File: src/rtl/rsq_pkg.sv
package rsq_pkg;

  typedef enum logic [2:0] {
    ST_IDLE,
    ST_HOLD_PRE,
    ST_WAIT_CLK,
    ST_HOLD_POST,
    ST_SETTLE,
    ST_SER_WAIT,
    ST_CHECK,
    ST_DONE
  } rsq_state_e;

  function automatic int max2(input int a, input int b);
    return (a > b) ? a : b;
  endfunction

endpackage

File: src/rtl/rsq_interval_timer.sv
module rsq_interval_timer #(
  parameter int CNT_W = 8
) (
  input  logic             clk,
  input  logic             rst,
  input  logic             restart,
  input  logic [CNT_W-1:0] limit,
  output logic             last
);

  logic [CNT_W-1:0] cnt;

  assign last = (cnt == limit - 1'b1);

  always_ff @(posedge clk) begin
    if (rst || restart) cnt <= '0;
    else if (!last)     cnt <= cnt + 1'b1;
  end

  // the count never runs past the limit of the current phase
  a_r3_cnt_in_window: assert property (@(posedge clk) disable iff (rst)
    !restart |=> cnt < limit);

endmodule

File: src/rtl/rsq_try_counter.sv
module rsq_try_counter #(
  parameter int MAX_TRIES = 3,
  parameter int TRY_W     = 2
) (
  input  logic             clk,
  input  logic             rst,
  input  logic             first,
  input  logic             bump,
  output logic [TRY_W-1:0] count,
  output logic             spent
);

  assign spent = (count >= TRY_W'(MAX_TRIES));

  always_ff @(posedge clk) begin
    if (rst)        count <= '0;
    else if (first) count <= TRY_W'(1);
    else if (bump)  count <= count + 1'b1;
  end

  a_r6_tries_bounded: assert property (@(posedge clk) disable iff (rst)
    count <= TRY_W'(MAX_TRIES));

  a_r6_no_bump_when_spent: assert property (@(posedge clk) disable iff (rst)
    bump |-> !spent);

endmodule

File: src/rtl/rsq_lock_check.sv
module rsq_lock_check #(
  parameter int OOL_W = 4
) (
  input  logic             expired,
  input  logic [OOL_W-1:0] unlock,
  input  logic             ser_locked,
  output logic             pass
);

  logic any_unlock;

  always_comb begin
    any_unlock = 1'b0;
    for (int i = 0; i < OOL_W; i++) any_unlock = any_unlock | unlock[i];
  end

  assign pass = expired & ~any_unlock & ser_locked;

endmodule

File: src/rtl/pwrup_reset_sequencer.sv
module pwrup_reset_sequencer
  import rsq_pkg::*;
#(
  parameter int PRE_HOLD_CYC    = 250000,
  parameter int CLK_TIMEOUT_CYC = 1250000,
  parameter int POST_HOLD_CYC   = 250000,
  parameter int SETTLE_CYC      = 1875000,
  parameter int SERIAL_CYC      = 150000,
  parameter int MAX_TRIES       = 3,
  parameter int OOL_W           = 4,
  localparam int TRY_W          = $clog2(MAX_TRIES + 1)
) (
  input  logic             clk,
  input  logic             rst,
  input  logic             start_i,
  input  logic             clk_stable_i,
  input  logic             pl_expired_i,
  input  logic [OOL_W-1:0] pl_unlock_i,
  input  logic             ser_locked_i,
  output logic             dev_rst_n_o,
  output logic             done_o,
  output logic             success_o,
  output logic [TRY_W-1:0] attempts_o
);

  localparam int LIM_MAX = max2(max2(max2(PRE_HOLD_CYC, CLK_TIMEOUT_CYC),
                                     max2(POST_HOLD_CYC, SETTLE_CYC)), SERIAL_CYC);
  localparam int CNT_W   = $clog2(LIM_MAX + 1);

  rsq_state_e       st, nxt;
  logic [CNT_W-1:0] lim;
  logic             tmr_last, tmr_restart;
  logic             lock_ok, spent;
  logic             go, retry, attempt_fail, finish, fin_ok, rst_n_nxt;

  rsq_interval_timer #(.CNT_W(CNT_W)) u_timer (
    .clk(clk), .rst(rst), .restart(tmr_restart), .limit(lim), .last(tmr_last)
  );

  rsq_try_counter #(.MAX_TRIES(MAX_TRIES), .TRY_W(TRY_W)) u_tries (
    .clk(clk), .rst(rst), .first(go), .bump(retry), .count(attempts_o), .spent(spent)
  );

  rsq_lock_check #(.OOL_W(OOL_W)) u_check (
    .expired(pl_expired_i), .unlock(pl_unlock_i), .ser_locked(ser_locked_i), .pass(lock_ok)
  );

  always_comb begin
    unique case (st)
      ST_HOLD_PRE:  lim = CNT_W'(PRE_HOLD_CYC);
      ST_WAIT_CLK:  lim = CNT_W'(CLK_TIMEOUT_CYC);
      ST_HOLD_POST: lim = CNT_W'(POST_HOLD_CYC);
      ST_SETTLE:    lim = CNT_W'(SETTLE_CYC);
      ST_SER_WAIT:  lim = CNT_W'(SERIAL_CYC);
      default:      lim = CNT_W'(1);
    endcase
  end

  always_comb begin
    nxt          = st;
    go           = 1'b0;
    retry        = 1'b0;
    attempt_fail = 1'b0;
    finish       = 1'b0;
    fin_ok       = 1'b0;
    unique case (st)
      ST_IDLE, ST_DONE: if (start_i) begin nxt = ST_HOLD_PRE; go = 1'b1; end
      ST_HOLD_PRE:  if (tmr_last) nxt = ST_WAIT_CLK;
      ST_WAIT_CLK:  if (clk_stable_i) nxt = ST_HOLD_POST;
                    else if (tmr_last) attempt_fail = 1'b1;
      ST_HOLD_POST: if (tmr_last) nxt = ST_SETTLE;
      ST_SETTLE:    if (tmr_last) nxt = ST_SER_WAIT;
      ST_SER_WAIT:  if (tmr_last) nxt = ST_CHECK;
      ST_CHECK: begin
        if (lock_ok) begin nxt = ST_DONE; finish = 1'b1; fin_ok = 1'b1; end
        else attempt_fail = 1'b1;
      end
      default: nxt = ST_IDLE;
    endcase
    if (attempt_fail) begin
      if (spent) begin nxt = ST_DONE; finish = 1'b1; end
      else begin nxt = ST_HOLD_PRE; retry = 1'b1; end
    end
  end

  assign tmr_restart = (nxt != st);

  always_comb begin
    unique case (nxt)
      ST_HOLD_PRE, ST_WAIT_CLK, ST_HOLD_POST: rst_n_nxt = 1'b0;
      ST_DONE: rst_n_nxt = finish ? fin_ok : dev_rst_n_o;
      default: rst_n_nxt = 1'b1;
    endcase
  end

  always_ff @(posedge clk) begin
    if (rst) begin
      st          <= ST_IDLE;
      dev_rst_n_o <= 1'b1;
      done_o      <= 1'b0;
      success_o   <= 1'b0;
    end else begin
      st          <= nxt;
      dev_rst_n_o <= rst_n_nxt;
      if (go) begin
        done_o    <= 1'b0;
        success_o <= 1'b0;
      end else if (finish) begin
        done_o    <= 1'b1;
        success_o <= fin_ok;
      end
    end
  end

  a_r2_start_pulls_low: assert property (@(posedge clk) disable iff (rst)
    ((st == ST_IDLE || st == ST_DONE) && start_i) |=>
      (!dev_rst_n_o && !done_o && attempts_o == TRY_W'(1)));

  a_r4_released_in_settle: assert property (@(posedge clk) disable iff (rst)
    (st == ST_SETTLE || st == ST_SER_WAIT || st == ST_CHECK) |-> dev_rst_n_o);

  a_r7_success_released: assert property (@(posedge clk) disable iff (rst)
    success_o |-> (done_o && dev_rst_n_o));

  a_r7_fail_holds_reset: assert property (@(posedge clk) disable iff (rst)
    (done_o && !success_o) |-> (!dev_rst_n_o && attempts_o == TRY_W'(MAX_TRIES)));

  a_r8_timeout_retries: assert property (@(posedge clk) disable iff (rst)
    (st == ST_WAIT_CLK && !clk_stable_i && tmr_last && !spent) |=>
      (st == ST_HOLD_PRE && !dev_rst_n_o && attempts_o == $past(attempts_o) + 1'b1));

  a_r9_busy_start_ignored: assert property (@(posedge clk) disable iff (rst)
    (st != ST_IDLE && st != ST_DONE && start_i && !finish && !retry) |=>
      $stable(attempts_o));

  a_r10_results_held: assert property (@(posedge clk) disable iff (rst)
    (done_o && !start_i) |=>
      (done_o && $stable(success_o) && $stable(attempts_o) && $stable(dev_rst_n_o)));

endmodule

File: config.mk
export PLATFORM = sky130hd
export DESIGN_NAME = pwrup_reset_sequencer
export DESIGN_NICKNAME = d
export VERILOG_FILES = /design/src/rtl/rsq_pkg.sv /design/src/rtl/rsq_interval_timer.sv /design/src/rtl/rsq_try_counter.sv /design/src/rtl/rsq_lock_check.sv /design/src/rtl/pwrup_reset_sequencer.sv
export SDC_FILE = /design/constraint.sdc
export NUM_CORES = 1
export LEC_CHECK = 0
export ABC_AREA = 1
export BUFFER_PORTS_ARGS = -buffer_cell sky130_fd_sc_hd__buf_2
export CAP_MARGIN = 10
export CORE_MARGIN = 1
export CORE_UTILIZATION = 63
export CTS_CLUSTER_SIZE = 12
export DETAILED_ROUTE_END_ITERATION = 10
export PLACE_DENSITY = 0.81
export SYNTH_ARGS = -nofsm -noshare
export SYNTH_HDL_FRONTEND = slang
export SYNTH_HIERARCHICAL = 1
export SYNTH_SLANG_ARGS = --single-unit
File: constraint.sdc
create_clock -name clk -period 5.5 [get_ports clk]
set_input_delay 0.275 -clock clk [delete_from_list [all_inputs] [get_ports clk]]
set_output_delay 0.275 -clock clk [all_outputs]
set_load 0.01 [all_outputs]
Yosys cells after proc, flatten, opt, wreduce, memory -nomap -nowiden --
Index checks and enable logic that the tools add are counted. W data, S select, Z words.
Storage, ports and cells: word-level logic and storage cells 65, register bits after elaboration 29
Cells by class: multiplexer cells 27, $lt $le $gt $ge 1, bitwise logic cells 6, equality and inequality tests 14, reductions and logical operators 7, add/sub/neg operators 3
Operator list (number):
- $pmux W21 S4 | 1
- $mux W3 | 9
- $add A21 B1 Y21 const B | 1
- $eq A21 B21 Y1 | 1
- $pmux W3 S7 | 1
- $sub A21 B1 Y21 const B | 1
- $eq A3 B3 Y1 const B | 5
- $mux W1 | 14
- $eq A3 B2 Y1 const B | 4
- $eq A3 B1 Y1 const B | 2
- $reduce_or A2 Y1 | 3
- $pmux W1 S2 | 2
- $logic_not A3 Y1 | 1
- $ne A3 B3 Y1 | 1
- $or A1 B1 Y1 | 3
- $reduce_or A3 Y1 | 1
- $add A2 B1 Y2 const B | 1
- $and A1 B1 Y1 | 2
- $ge A2 B2 Y1 const B | 1
- $ne A2 B2 Y1 const B | 1
- $reduce_bool A2 Y1 | 1
- $logic_or A1 B1 Y1 | 1
- $not A1 Y1 | 1

Longest topological paths before layout --
Gate-level depths: netlist (run 1).
word-level depth 12, mapped depth 30, depth with buffers taken out 28

Modules after synthesis --
The synthesis (run 1) kept the hierarchy.
By module, submodules not included:
- rsq_interval_timer | area an instance 2451.1 um^2, sequential area each 420.4 um^2, cells an instance 427, times used 1
- pwrup_reset_sequencer | area an instance 554.3 um^2, sequential area each 120.1 um^2, cells an instance 93, times used 1
- rsq_try_counter | area an instance 103.8 um^2, sequential area each 40.0 um^2, cells an instance 16, times used 1
- rsq_lock_check | area an instance 25.0 um^2, sequential area each 0.0 um^2, cells an instance 6, times used 1

Worst setup path after synthesis (run 1) --
Ideal clock, no wire load.
path kind reg-to-reg, from register st[1], to register u_timer.cnt[13], required time 5.430 ns, period minus slack after synthesis 3.911 ns, stages on the path, launching flop included 23, slack 1.589 ns, library setup time 0.070 ns, data arrival time 3.841 ns, path through dfxtp_1 > buf_6 > nor3_1 > inv_1 > nand2_1 > nor2_2 > and2_1 > nand4_1 > o21ai_0 > nor2_1 > nand2_1 > nor2_1 > nand3_1 > inv_1 > nand2_1 > o21ai_2 > nand2_2 > nand2_2 > o21ai_1 > nor2_1 > clkinv_1 > clkbuf_1 > a21oi_1
On the way: word-level cells in the longest chain between the ends 11, elaborated cells between the ends (all ways) 27
Ends and longest elaborated chain:
- start, declared | line pwrup_reset_sequencer.sv:30 | rsq_state_e st, nxt;
- start signal, assigned | line pwrup_reset_sequencer.sv:103 | st <= nxt;
- $eq A3 B2 Y1 or $eq A3 B1 Y1 (tied branches) | line pwrup_reset_sequencer.sv:49 | unique case (st)
- $reduce_or A2 Y1 (no source line)
- $pmux W21 S4 * | line pwrup_reset_sequencer.sv:49
- via lim[10] | line pwrup_reset_sequencer.sv:31 | logic [CNT_W-1:0] lim;
- $sub A21 B1 Y21 * | line rsq_interval_timer.sv:13 | assign last = (cnt == limit - 1'b1);
- $eq A21 B21 Y1 * | line rsq_interval_timer.sv:13
- via tmr_last | line pwrup_reset_sequencer.sv:32 | logic tmr_last, tmr_restart;
- $mux W1 | line pwrup_reset_sequencer.sv:70 | else if (tmr_last) attempt_fail = 1'b1;
- $mux W1 | line pwrup_reset_sequencer.sv:69 | ST_WAIT_CLK: if (clk_stable_i) nxt = ST_HOLD_POST;
- $pmux W1 S2 | line pwrup_reset_sequencer.sv:66 | unique case (st)
- $mux W3 * | line pwrup_reset_sequencer.sv:80 | if (attempt_fail) begin
- $ne A3 B3 Y1 * | line pwrup_reset_sequencer.sv:86 | assign tmr_restart = (nxt != st);
- via tmr_restart | line pwrup_reset_sequencer.sv:32
- $logic_or A1 B1 Y1 * | line rsq_interval_timer.sv:16 | if (rst || restart) cnt <= '0;
- end signal, assigned | line rsq_interval_timer.sv:17 | else if (!last) cnt <= cnt + 1'b1;
- end, declared | line rsq_interval_timer.sv:11 | logic [CNT_W-1:0] cnt;
The timed path passes the listed nets; every way through them passes the cells marked *. A chain may end at the register's enable or synchronous reset.

Worst setup path in the final report (run 1) --
from register st[2], to register u_timer.cnt[2]
The elaborated chain is that of the path after synthesis.

==> summary.md, run 1 <==
| Metric | Value |
|---|---|
| Fin crit share | 0.8468 |
| Tot GR Track Use | 0.3098 |
| Worst slew pin tran | around 540 ps |
| Status | completed |
| First-pass GRT wire length | roughly 13000 µm |
| Routed wire length | approximately 7900 µm |
| Finished Cell Area | roughly 3300 µm² |
| Effective utilization at floorplan | 0.6592 |
| Crit path launch type | flip-flop |
| Post-detail-place hpwl | between 6000 and 7000 µm |
| Routed Antenna Nets | 0 |
| Global route overflow | 0 |
| #FFs+latches synth | 29 |
| Via count | 3378 |
| ANT cells | 0 |
| CP top delay family | simple AND/OR/NAND/NOR gates |
| Tightest Hold Check Type | in2reg |
| Post-layout min period | between 4000 and 5000 ps |
| # port buffers | 14 |
| IO Pins | 15 |
| Area after DPL | 3236 µm² |
| # hold bufs at CTS | 0 |
| TritonCTS Buffers | 5 |
| Ys Warns | 6 |
| Buffer and inverter count on the worst path | 4 |
| CP Capture Type | flip-flop |
| Most used cell, CP | nor2_1 |
| Root Buffer | clkbuf_8 |
| Hold Vio Cnt, Final | 0 |
| Worst-path clk slew | approximately 60 ps |
| PwrDens | 192.5 nW/µm² |
| Commonest cells after routing, fill and taps aside | nand2_1 (160), nor2_1 (73), inv_1 (65) |
| RSZ-0062 raised after global routing | no |
| # nets final | about 570 |
| Die height | between 70 and 80 µm |
| Sink Count | 29 |
| Worst endpoint required time | about 5700 ps |
| Pins Over Slew Limit | 0 |
| Max IR drop VDD | between 0.0002 and 0.00025 V |
| Routed len/inst | about 13 µm |
| Critical path class | reg2reg |
| Worst reg-to-reg setup slack | 840 ps |
| Synthesized area | about 3100 µm² |
| Final hold slack | 247.6 ps |
| Sw Share | 0.4006 |
| Top cell type's share of synthesized area | 0.1916 |
| Core Footprint | 4755 µm² |
| Cells on Worst Hold Path | 2 |
| Largest net degree at the start of global routing | 20 |
| Crit-path cells | inv_4, nor2_1, nor2_1, inv_1, ha_1, nand2_4, nor2_8, nand2_1, nand2_1, nand3_1, nor2_1, nand2_1, nor2_1, nand3_1, inv_1, nand2_1, o21ai_2, nand2_2, nand2_2, o21ai_1, nor2_1, clkinv_1, a21oi_1 |
| GPL Wtd Cong | roughly 0.97 |
| Commonest non-fill, non-tap cell in the layout | nand2_1 |
| Mean Syn Cell Area | about 5.8 µm² |
| Die ar. | between 5000 and 6000 µm² |
| Residual DRC | 0 |
| Final Setup Violations | 0 |
| Syn-to-layout area delta | 5.788% |
| Post-Route Skew | 4.886 ps |
| Worst reg2reg path startpoint | st[2] |
| Hold endpoint | st[2] |
| Worst r2r path cells | 23 |
| CTS resizes | 0 |
| Final TNS setup | 0 ps |
| Rows | 25 |
| Slew margin rel. | 0.6400 |
| Layout cells sized above 1 | 0.1212 |
| RR Endpoint | u_timer/cnt[2] |
| Power Internal | approximately 0.38 mW |
| MaxCap Viol Count | 0 |
| Lkg Pwr | ~1.7 nW |
| Critical Path AT | 4850 ps |
| Initial antenna violation count | 0 |
| Number of vias per cell | about 5.4 |
| Synthesized instance count | between 500 and 600 |
| Share of power burned in combinational logic | 0.392 |
| Fmax | between 200 and 250 MHz |
| Initial DRC Count | approximately 240 |
| Sw Pwr | between 0.2 and 0.3 mW |
| Seq pwr share | 0.353 |
| Post-synthesis cell type count | 39 |
| Postcts setup bufs | 0 |
| Vias in the first global route | about 2800 |
| Clock H-tree levels | 2 |
| Synth area leaders | nand2_1 (19%), dfxtp_1 (19%), nand3_1 (8.9%) |
| CTS tree | done |
| Clock Power Share | 0.255 |
| Seq/Total Area, Yosys | 0.1852 |
| HP Start | rst |
| Slowest CP cell | dfxtp_1 |
| Worst-case clock buffer depth | 2 |
| Clock Latency Late Sink | about 280 ps |
| Pre-antenna DRT Iters | 7 |
| Cell taking the most area after synthesis | nand2_1 |
| Worst-path maximum fanout | 18 |
| Slowest stage delay, CP | approximately 530 ps |
| DIE WIDTH | 72.54 µm |
## Yosys cell counts (all sizes together)
cell    count
or2         3
and2        2
a21oi      25
inv        70
clkbuf      5
nor3        6
xnor2      11
dfxtp      29
nand3b      4
xor2       20
nand3      62
ha          3
nand4      11
nor2       91
o21ai      13
conb        1
nand2     172
clkinv      1
nor4        3
a31oi       1
buf         9
## layout make-up
cell class                      instances  area (µm²)
Clock buffer                            8       80.08
Multi-Input combinational cell        437        2217
Fill cell                             475        1439
Sequential cell                        29       580.6
Inverter                               71       269.0
Tap cell                               67       83.83
Timing Repair Buffer                   16       85.08
## power groups by stage
stage / sequential (mW) / combinational [mW] / clock, mW
after floorplan: 0.224 / 0.207 / 0
after global placement: 0.230 / 0.243 / 0
after detailed placement: 0.230 / 0.247 / 0
after CTS: 0.225 / 0.248 / 0.166
after global routing: 0.226 / 0.281 / 0.175
final: 0.225 / 0.250 / 0.163
## sequential cells by signal (all words and copies together) (netlist names)
signal,count
st,3
u_timer/cnt,21
success_o,1
u_tries/count,2
dev_rst_n_o,1
done_o,1
## metrics by stage
stage	cells	power, mW	util	worst slack [ps]
finish	628	0.6382	0.6974	842.5
global route	628	0.6819	0.6974	348.5
CTS	628	0.6384	0.6974	888.4
detailed placement	620	0.4763	0.6805	944.1
global placement	620	0.4727	0.6805	1140
floorplan	551	0.4313	-	1589
## layer usage
| metal | part of all wire | wire length, µm | track usage |
|---|---|---|---|
| met5 | 0 | 0 | 0 |
| met4 | 0.016 | 123 | 0.09368 |
| met3 | 0.053 | 415 | 0.03889 |
| met2 | 0.47 | 3675 | 0.5119 |
| met1 | 0.46 | 3642 | 0.4208 |
## how the worst max path moves through the flow
stage                     cells after the start  start  slack (ps)              end
after detailed placement                     23  st[2]         940  u_timer/cnt[13]
final                                        23  st[2]         840   u_timer/cnt[2]
after global placement                       23  st[2]        1140   u_timer/cnt[5]
after global routing                         23  st[2]         350   u_timer/cnt[2]
after CTS                                    23  st[2]         890   u_timer/cnt[2]
after floorplan                              22  st[1]        1590  u_timer/cnt[13]
## kinds of logic after synthesis
| kind of cell | count (synthesis) | synth area share |
|---|---|---|
| AND/OR/NAND/NOR | 354 | 0.5293 |
| buffers and inverters | 85 | 0.1182 |
| AO/OA/AOI/OAI | 39 | 0.06747 |
| XOR/XNOR | 31 | 0.08663 |
| adder cells (fa/ha/maj) | 3 | 0.01198 |
| other | 1 | 0.001196 |
| flip-flops | 29 | 0.1852 |
Note: power is estimated with default switching activity, not from simulation.
==> run 2: changes to the inputs <==
==> constraint.sdc (replaced) <==
create_clock -name clk -period 4.3 [get_ports clk]
set_input_delay 0.215 -clock clk [delete_from_list [all_inputs] [get_ports clk]]
set_output_delay 0.215 -clock clk [all_outputs]
set_load 0.01 [all_outputs]
==> run 2 against run 1 <==
Sequential cell count did not move. Sequential share of layout area barely moved. Fmax rose by 20%. Total power rose by 30%.
==> summary.md, run 2 (synthesis results as in run 1) <==
| Metric | Value |
|---|---|
| FF/Latch Area | 584.3 µm² (+0.65%) |
| CTS tree | done |
| Crit path launch type | flip-flop |
| Max reg flops | 21 (unchanged) |
| Residual DRC | 0 (unchanged) |
| Effective utilization at floorplan | 0.6592 (unchanged) |
| Die ar. | 5261 µm² (unchanged) |
| Die height | 72.54 µm (unchanged) |
| Worst endpoint required time | 4510 ps (-1180 ps) |
| Final core utilization | 0.7029 (+0.005527) |
| Worst reg-to-reg setup slack | 420 ps (-420 ps) |
| Final Setup Violations | 0 (unchanged) |
| Pins Over Slew Limit | 0 (unchanged) |
| Filler cells | 460 (-3.2%) |
| Top Registers | u_timer/cnt x21, st x3, u_tries/count x2 |
| Vias in the first global route | 2975 (+5.0%) |
| Fmax | 257.6 MHz (+20%) |
| Clock Latency Late Sink | 280 ps (about the same) |
| Critical Path AT | 4090 ps (-760 ps) |
| Number of vias per cell | 5.362 (-0.32%) |
| Hold Vio Cnt, Final | 0 (unchanged) |
| Lkg Pwr | 1.691 nW (+0.85%) |
| Root Buffer | clkbuf_8 |
| Post-Route Skew | 6.687 ps (+1.801 ps) |
| Routed len/inst | 13.07 µm (+4.5%) |
| ANT cells | 0 (unchanged) |
| Met3 Use GR | 0.04444 (+0.005556) |
| Cells on Worst Hold Path | 2 (unchanged) |
| Tot GR Track Use | 0.3373 (+0.02752) |
| Max IR drop VDD | 0.0002710 V (+9.5%) |
| RSZ-0062 raised after global routing | no |
| Rows | 25 (unchanged) |
| Routed wire length | 8233 µm (+4.8%) |
| Core Footprint | 4755 µm² (unchanged) |
| CP Capture Type | flip-flop |
| IO Pins | 15 (unchanged) |
| Initial DRC Count | 276 (+16%) |
| Commonest cells after routing, fill and taps aside | nand2_1 (160), nor2_1 (71), inv_1 (65) |
| Syn-to-layout area delta | 6.627% |
| # hold bufs at CTS | 0 (unchanged) |
| Slew margin rel. | 0.5794 (-0.06061) |
| Multi-input logic area | 2222 µm² (+0.23%) |
| Final TNS setup | 0 ps (unchanged) |
| Met1 Use GR | 0.4605 (+0.03971) |
| Commonest non-fill, non-tap cell in the layout | nand2_1 |
| Worst-path maximum fanout | 18 (unchanged) |
| GR Layer Usage met2 | 0.5483 (+0.03634) |
| Pre-antenna DRT Iters | 6 (-1) |
| Fin crit share | 0.9026 (+0.05579) |
| Worst-path clk slew | 60 ps (about the same) |
| First-pass GRT wire length | 13770 µm (+8.2%) |
| GPL Wtd Cong | 0.9256 (-4.3%) |
| DIE WIDTH | 72.54 µm (unchanged) |
| Routed Antenna Nets | 0 (unchanged) |
| Largest net degree at the start of global routing | 20 (unchanged) |
| Status | completed |
| Sink Count | 29 (unchanged) |
| Postcts setup bufs | 0 (unchanged) |
| Clock H-tree levels | 2 (unchanged) |
| Worst-case clock buffer depth | 2 (unchanged) |
| Worst r2r path cells | 22 (-4.3%) |
| Layout cells sized above 1 | 0.1350 (+0.01378) |
| Tightest Hold Check Type | in2reg |
| # port buffers | 14 (unchanged) |
| PwrDens | 248.8 nW/µm² (+29%) |
| TritonCTS Buffers | 5 (unchanged) |
| Global routing's busiest layer | met2 |
| MaxCap Viol Count | 0 (unchanged) |
| Worst slew pin tran | 624.3 ps (+86.31 ps) |
| Initial antenna violation count | 0 (unchanged) |
| Post-layout min period | 3881 ps (-776.3 ps) |
| # nets final | 575 (+0.35%) |
| Via count | 3378 (unchanged) |
| Critical path class | reg2reg |
| Post-detail-place hpwl | 6382 µm (+2.2%) |
| Global route overflow | 0 (unchanged) |
| Top reg by flops | u_timer/cnt |
-- run 2: cell count changes in the layout (fill, tap and decap cells not counted), sizes merged --
cell and delta:
inv +1, clkinv -1, buf +2
-- run 2: path summary, 6_finish.rpt --
check | start | to
worst min-delay path | rst | st[1]
worst min register to register | success_o | success_o
worst max register to register | st[0] | u_timer/cnt[3]
worst max-delay path | st[0] | u_timer/cnt[3]
-- run 2: metal layers --
| metal | up-vias | wire length [µm] |
|---|---|---|
| met5 | - | 0 |
| met4 | 0 | 159 |
| met3 | 14 | 560 |
| met2 | 129 | 3869 |
| met1 | 1497 | 3645 |
| li1 | 1738 | - |
-- run 2: repair_timing --
action / CTS / global route
endpoints found under the setup margin: 18 / 21
resized for setup: 1 / 6
pin swaps: 0 / 0
-- run 2: critical path, stage by stage (launching register included) --
cell and delay (ps):
dfxtp_2 470, inv_1 150, nand3_4 140, o21ai_0 230, nor2_1 270, nand2_1 190
nor2_8 180, nand2_1 120, nand2_1 70, nand3_1 60, nor2_1 100, nand2_1 50
nor2_1 180, nand3_1 250, inv_1 250, nand2_1 140, o21ai_2 170, nand2_2 120
nand2_2 80, o21ai_1 80, nor2_2 210, inv_4 130, a21oi_1 150
-- run 2: through the flow --
| step | setup slack, ps | hold slack (ps) | area (µm²) | power [mW] | instances |
|---|---|---|---|---|---|
| after floorplan | 388.6 | 284.1 | 3168 | 0.5517 | 551 |
| after global placement | -7.916 | 467.2 | 3251 | 0.6090 | 622 |
| after detailed placement | -197.3 | 464.6 | 3251 | 0.6165 | 622 |
| after CTS | 21.49 | 180.8 | 3332 | 0.8275 | 630 |
| after global routing | 47.77 | 189.8 | 3342 | 0.8875 | 630 |
| final | 418.7 | 182.6 | 3342 | 0.8316 | 630 |
-- run 2: report_power, final --
part | switching [mW] | internal [mW]
registers | 0.0131 | 0.276
logic | 0.228 | 0.102
clock network | 0.0975 | 0.115
total | 0.339 | 0.492
-- run 2: cell type report --
type | count | share of cell area
Multi-Input combinational cell | 437 | 0.6649
Timing Repair Buffer | 18 | 0.02995
Sequential cell | 29 | 0.1748
Tap cell | 67 | 0.02508
Clock buffer | 8 | 0.02396
Inverter | 71 | 0.08124
==> run 3: changes to the inputs <==
--- a/config.mk
+++ b/config.mk
@@ -8,11 +8,13 @@
 export ABC_AREA = 1
 export BUFFER_PORTS_ARGS = -buffer_cell sky130_fd_sc_hd__buf_2
 export CAP_MARGIN = 10
+export CELL_PAD_IN_SITES_DETAIL_PLACEMENT = 1
+export CELL_PAD_IN_SITES_GLOBAL_PLACEMENT = 1
 export CORE_MARGIN = 1
-export CORE_UTILIZATION = 63
+export CORE_UTILIZATION = 47
 export CTS_CLUSTER_SIZE = 12
 export DETAILED_ROUTE_END_ITERATION = 10
-export PLACE_DENSITY = 0.81
+export PLACE_DENSITY_LB_ADDON = 0.1
 export SYNTH_ARGS = -nofsm -noshare
 export SYNTH_HDL_FRONTEND = slang
 export SYNTH_HIERARCHICAL = 1
==> constraint.sdc (replaced) <==
create_clock -name clk -period 5 [get_ports clk]
set_input_delay 0.25 -clock clk [delete_from_list [all_inputs] [get_ports clk]]
set_output_delay 0.25 -clock clk [all_outputs]
set_load 0.01 [all_outputs]
==> run 3 against run 2 <==
Sequential share of layout area decreased by 0.16 points. Routed wire length increased by 24%. First-iteration DRC count decreased by 24%. Non-clock buffer count unchanged. Sequential cell count unchanged. Sequential power decreased by 14%. Via count increased by 2.9%. Global-route usage decreased by 4.4 points. Clock-buffer cell count decreased by 2. Total power decreased by 12%. Critical path type unchanged.
==> summary.md, run 3 (synthesis results as in run 1) <==
| Metric | Value |
|---|---|
| Status | completed |
| Worst-path clk slew | 70 ps (about the same) |
| Slowest CP cell | dfxtp_1 |
| Routed len/inst | 15.95 µm (+22%) |
| Worst r2r path cells | 27 (+23%) |
| Overall power | 0.7325 mW (-12%) |
| IO Pins | 15 (unchanged) |
| Syn-to-layout area delta | 6.946% |
| Number of vias per cell | 5.431 (+1.3%) |
| Clock Latency Late Sink | 290 ps (about the same) |
| Rows | 29 (+16%) |
| # hold bufs at CTS | 0 (unchanged) |
| CP startpoint | st[2] |
| Max reg flops | 21 (unchanged) |
| CP Depth | 27 (+23%) |
| CTS tree | done |
| Worst-case clock buffer depth | 2 (unchanged) |
| Sw Share | 0.4241 (+0.01633) |
| Hold Vio Cnt, Final | 0 (unchanged) |
| Sw Pwr | 0.3107 mW (-8.4%) |
| Share of power burned in combinational logic | 0.401 (+0.004) |
| Tightest Hold Check Type | in2reg |
| Worst endpoint required time | 5210 ps (+700 ps) |
| Post-Route Skew | 9.000 ps (+2.313 ps) |
| Critical Path AT | 4650 ps (+560 ps) |
| Buffer and inverter count on the worst path | 8 (+5) |
| Commonest non-fill, non-tap cell in the layout | nand2_1 |
| Fin cells | 640 (+1.6%) |
| Vias in the first global route | 3610 (+21%) |
| Fin crit share | 0.8882 (-0.01437) |
| Worst-path maximum fanout | 10 (-8) |
| Clock Power Share | 0.260 (+0.005) |
| Global route overflow | 0 (unchanged) |
| Effective utilization at floorplan | 0.4908 (-0.1684) |
| HP Start | rst |
| Placed Cells | 630 (+1.3%) |
| PwrDens | 218.5 nW/µm² (-12%) |
| Worst reg2reg path startpoint | st[2] |
| DIE WIDTH | 83.66 µm (+15%) |
| RR Endpoint | u_timer/cnt[17] |
| MaxCap Viol Count | 0 (unchanged) |
| Via count | 3476 (+2.9%) |
| Post-detail-place hpwl | 7823 µm (+23%) |
| GPL Wtd Cong | 0.8837 (-4.5%) |
| Worst slew pin tran | 779.3 ps (+155.1 ps) |
| Core Footprint | 6386 µm² (+34%) |
| Routed wire length | 10210 µm (+24%) |
| Worst reg-to-reg setup slack | 560 ps (+140 ps) |
| Slowest stage delay, CP | 570 ps (+100 ps) |
| First-pass GRT wire length | 16890 µm (+23%) |
| Max IR drop VDD | 0.0001866 V (-31%) |
| Routed Antenna Nets | 0 (unchanged) |
| Post-layout min period | 4441 ps (+560.0 ps) |
| Commonest cells after routing, fill and taps aside | nand2_1 (160), nor2_1 (72), inv_1 (65) |
| ANT cells | 0 (unchanged) |
| Initial DRC Count | 209 (-24%) |
| Seq pwr share | 0.339 (-0.009) |
| Most used cell, CP | nand2_1 |
| Lkg Pwr | 1.690 nW (about the same) |
| CP top delay family | simple AND/OR/NAND/NOR gates |
| Power Internal | 0.4218 mW (-14%) |
| Final TNS setup | 0 ps (unchanged) |
| Slew margin rel. | 0.4750 (-0.1045) |
| Die ar. | 6999 µm² (+33%) |
| Residual DRC | 0 (unchanged) |
| CP Capture Type | flip-flop |
| Top reg by flops | u_timer/cnt |
| Top Registers | u_timer/cnt x21, st x3, u_tries/count x2 |
| Pins Over Slew Limit | 0 (unchanged) |
| Crit path launch type | flip-flop |
| Critical path class | reg2reg |
| Initial antenna violation count | 0 (unchanged) |
| Crit path to | u_timer/cnt[17] |
| Root Buffer | clkbuf_8 |
| Layout cells sized above 1 | 0.1314 (-0.003552) |
| Pre-antenna DRT Iters | 5 (-1) |
| Largest net degree at the start of global routing | 20 (unchanged) |
| Sink Count | 29 (unchanged) |
| Fmax | 225.2 MHz (-13%) |
| TritonCTS Buffers | 5 (unchanged) |
| Final Setup Violations | 0 (unchanged) |
| Die height | 83.66 µm (+15%) |
| Clock H-tree levels | 2 (unchanged) |
| RSZ-0062 raised after global routing | no |
| # port buffers | 14 (unchanged) |
| Tot GR Track Use | 0.2935 (-0.04381) |
| # nets final | 575 (unchanged) |
-- run 3: cell count changes in the layout (fill, tap and decap cells not counted) --
cell        before  now
clkinv_2         0    2
clkinvlp_4       0    1
inv_4            2    1
clkbuf_1         3    1
nor2_1          71   72
dfxtp_2          3    0
dfxtp_1         26   29
nor2_2          15   14
-- run 3: power by group through the flow --
stage	combinational [mW]	sequential, mW	clock (mW)
final	0.294	0.249	0.190
after global routing	0.330	0.249	0.199
after CTS	0.289	0.248	0.191
after detailed placement	0.287	0.253	0
after global placement	0.277	0.253	0
after floorplan	0.228	0.247	0
-- run 3: metrics by stage --
step	instance area (µm²)	hold WS (ps)	worst slack (ps)	util
CTS	3331	225.7	164.3	0.5216
floorplan	3168	319.1	1089	-
detailed placement	3248	458.2	258.6	0.5086
global placement	3248	453.3	463.0	0.5086
finish	3352	229.8	558.8	0.5249
global route	3352	243.9	108.2	0.5249
-- run 3: layout make-up --
cell class                      instances  area [µm²]
Multi-Input combinational cell        437        2220
Inverter                               71       272.8
Clock buffer                            6       72.57
Timing Repair Buffer                   18       100.1
Tap cell                               77       96.34
Clock inverter                          2       10.01
Sequential cell                        29       580.6
Fill cell                             970        3034
-- run 3: per-layer routing --
| layer | wire, µm | global-route usage | vias to the layer above |
|---|---|---|---|
| li1 | - | - | 1729 |
| met3 | 499 | 0.03363 | 20 |
| met4 | 180 | 0.08012 | 0 |
| met5 | 0 | 0 | - |
| met1 | 4492 | 0.3662 | 1640 |
| met2 | 5039 | 0.5299 | 87 |
-- run 3: worst reg2reg max path: stages (launching register included) --
cell	delay, ps
dfxtp_1	570
inv_4	120
o21ai_2	120
inv_1	180
nor2_1	310
inv_1	150
nor2_1	190
nand2_2	140
inv_2	100
nand2_1	60
nand2_1	110
nand2_1	70
nand2_1	100
inv_1	60
nor2_1	90
nand2_1	60
nor2_1	130
nand3_1	230
inv_1	250
nand2_1	140
o21ai_2	170
nand2_2	120
nand2_2	90
o21ai_1	70
nor2_2	260
clkinvlp_4	150
buf_4	180
a21oi_1	140
-- run 3: timing repair --
item | CTS | global route
gates resized for setup | 0 | 2
endpoints found under the setup margin | 0 | 18
setup buffers | 0 | 2
-- run 3: worst min path at each step --
stage	to	slack, ps	depth (start not counted)
5_1_grt	st[0]	240	2
4_1_cts	st[0]	230	2
2_1_floorplan	st[1]	320	1
6_report	st[2]	230	2
3_3_place_gp	success_o	450	2
3_5_place_dp	success_o	460	2
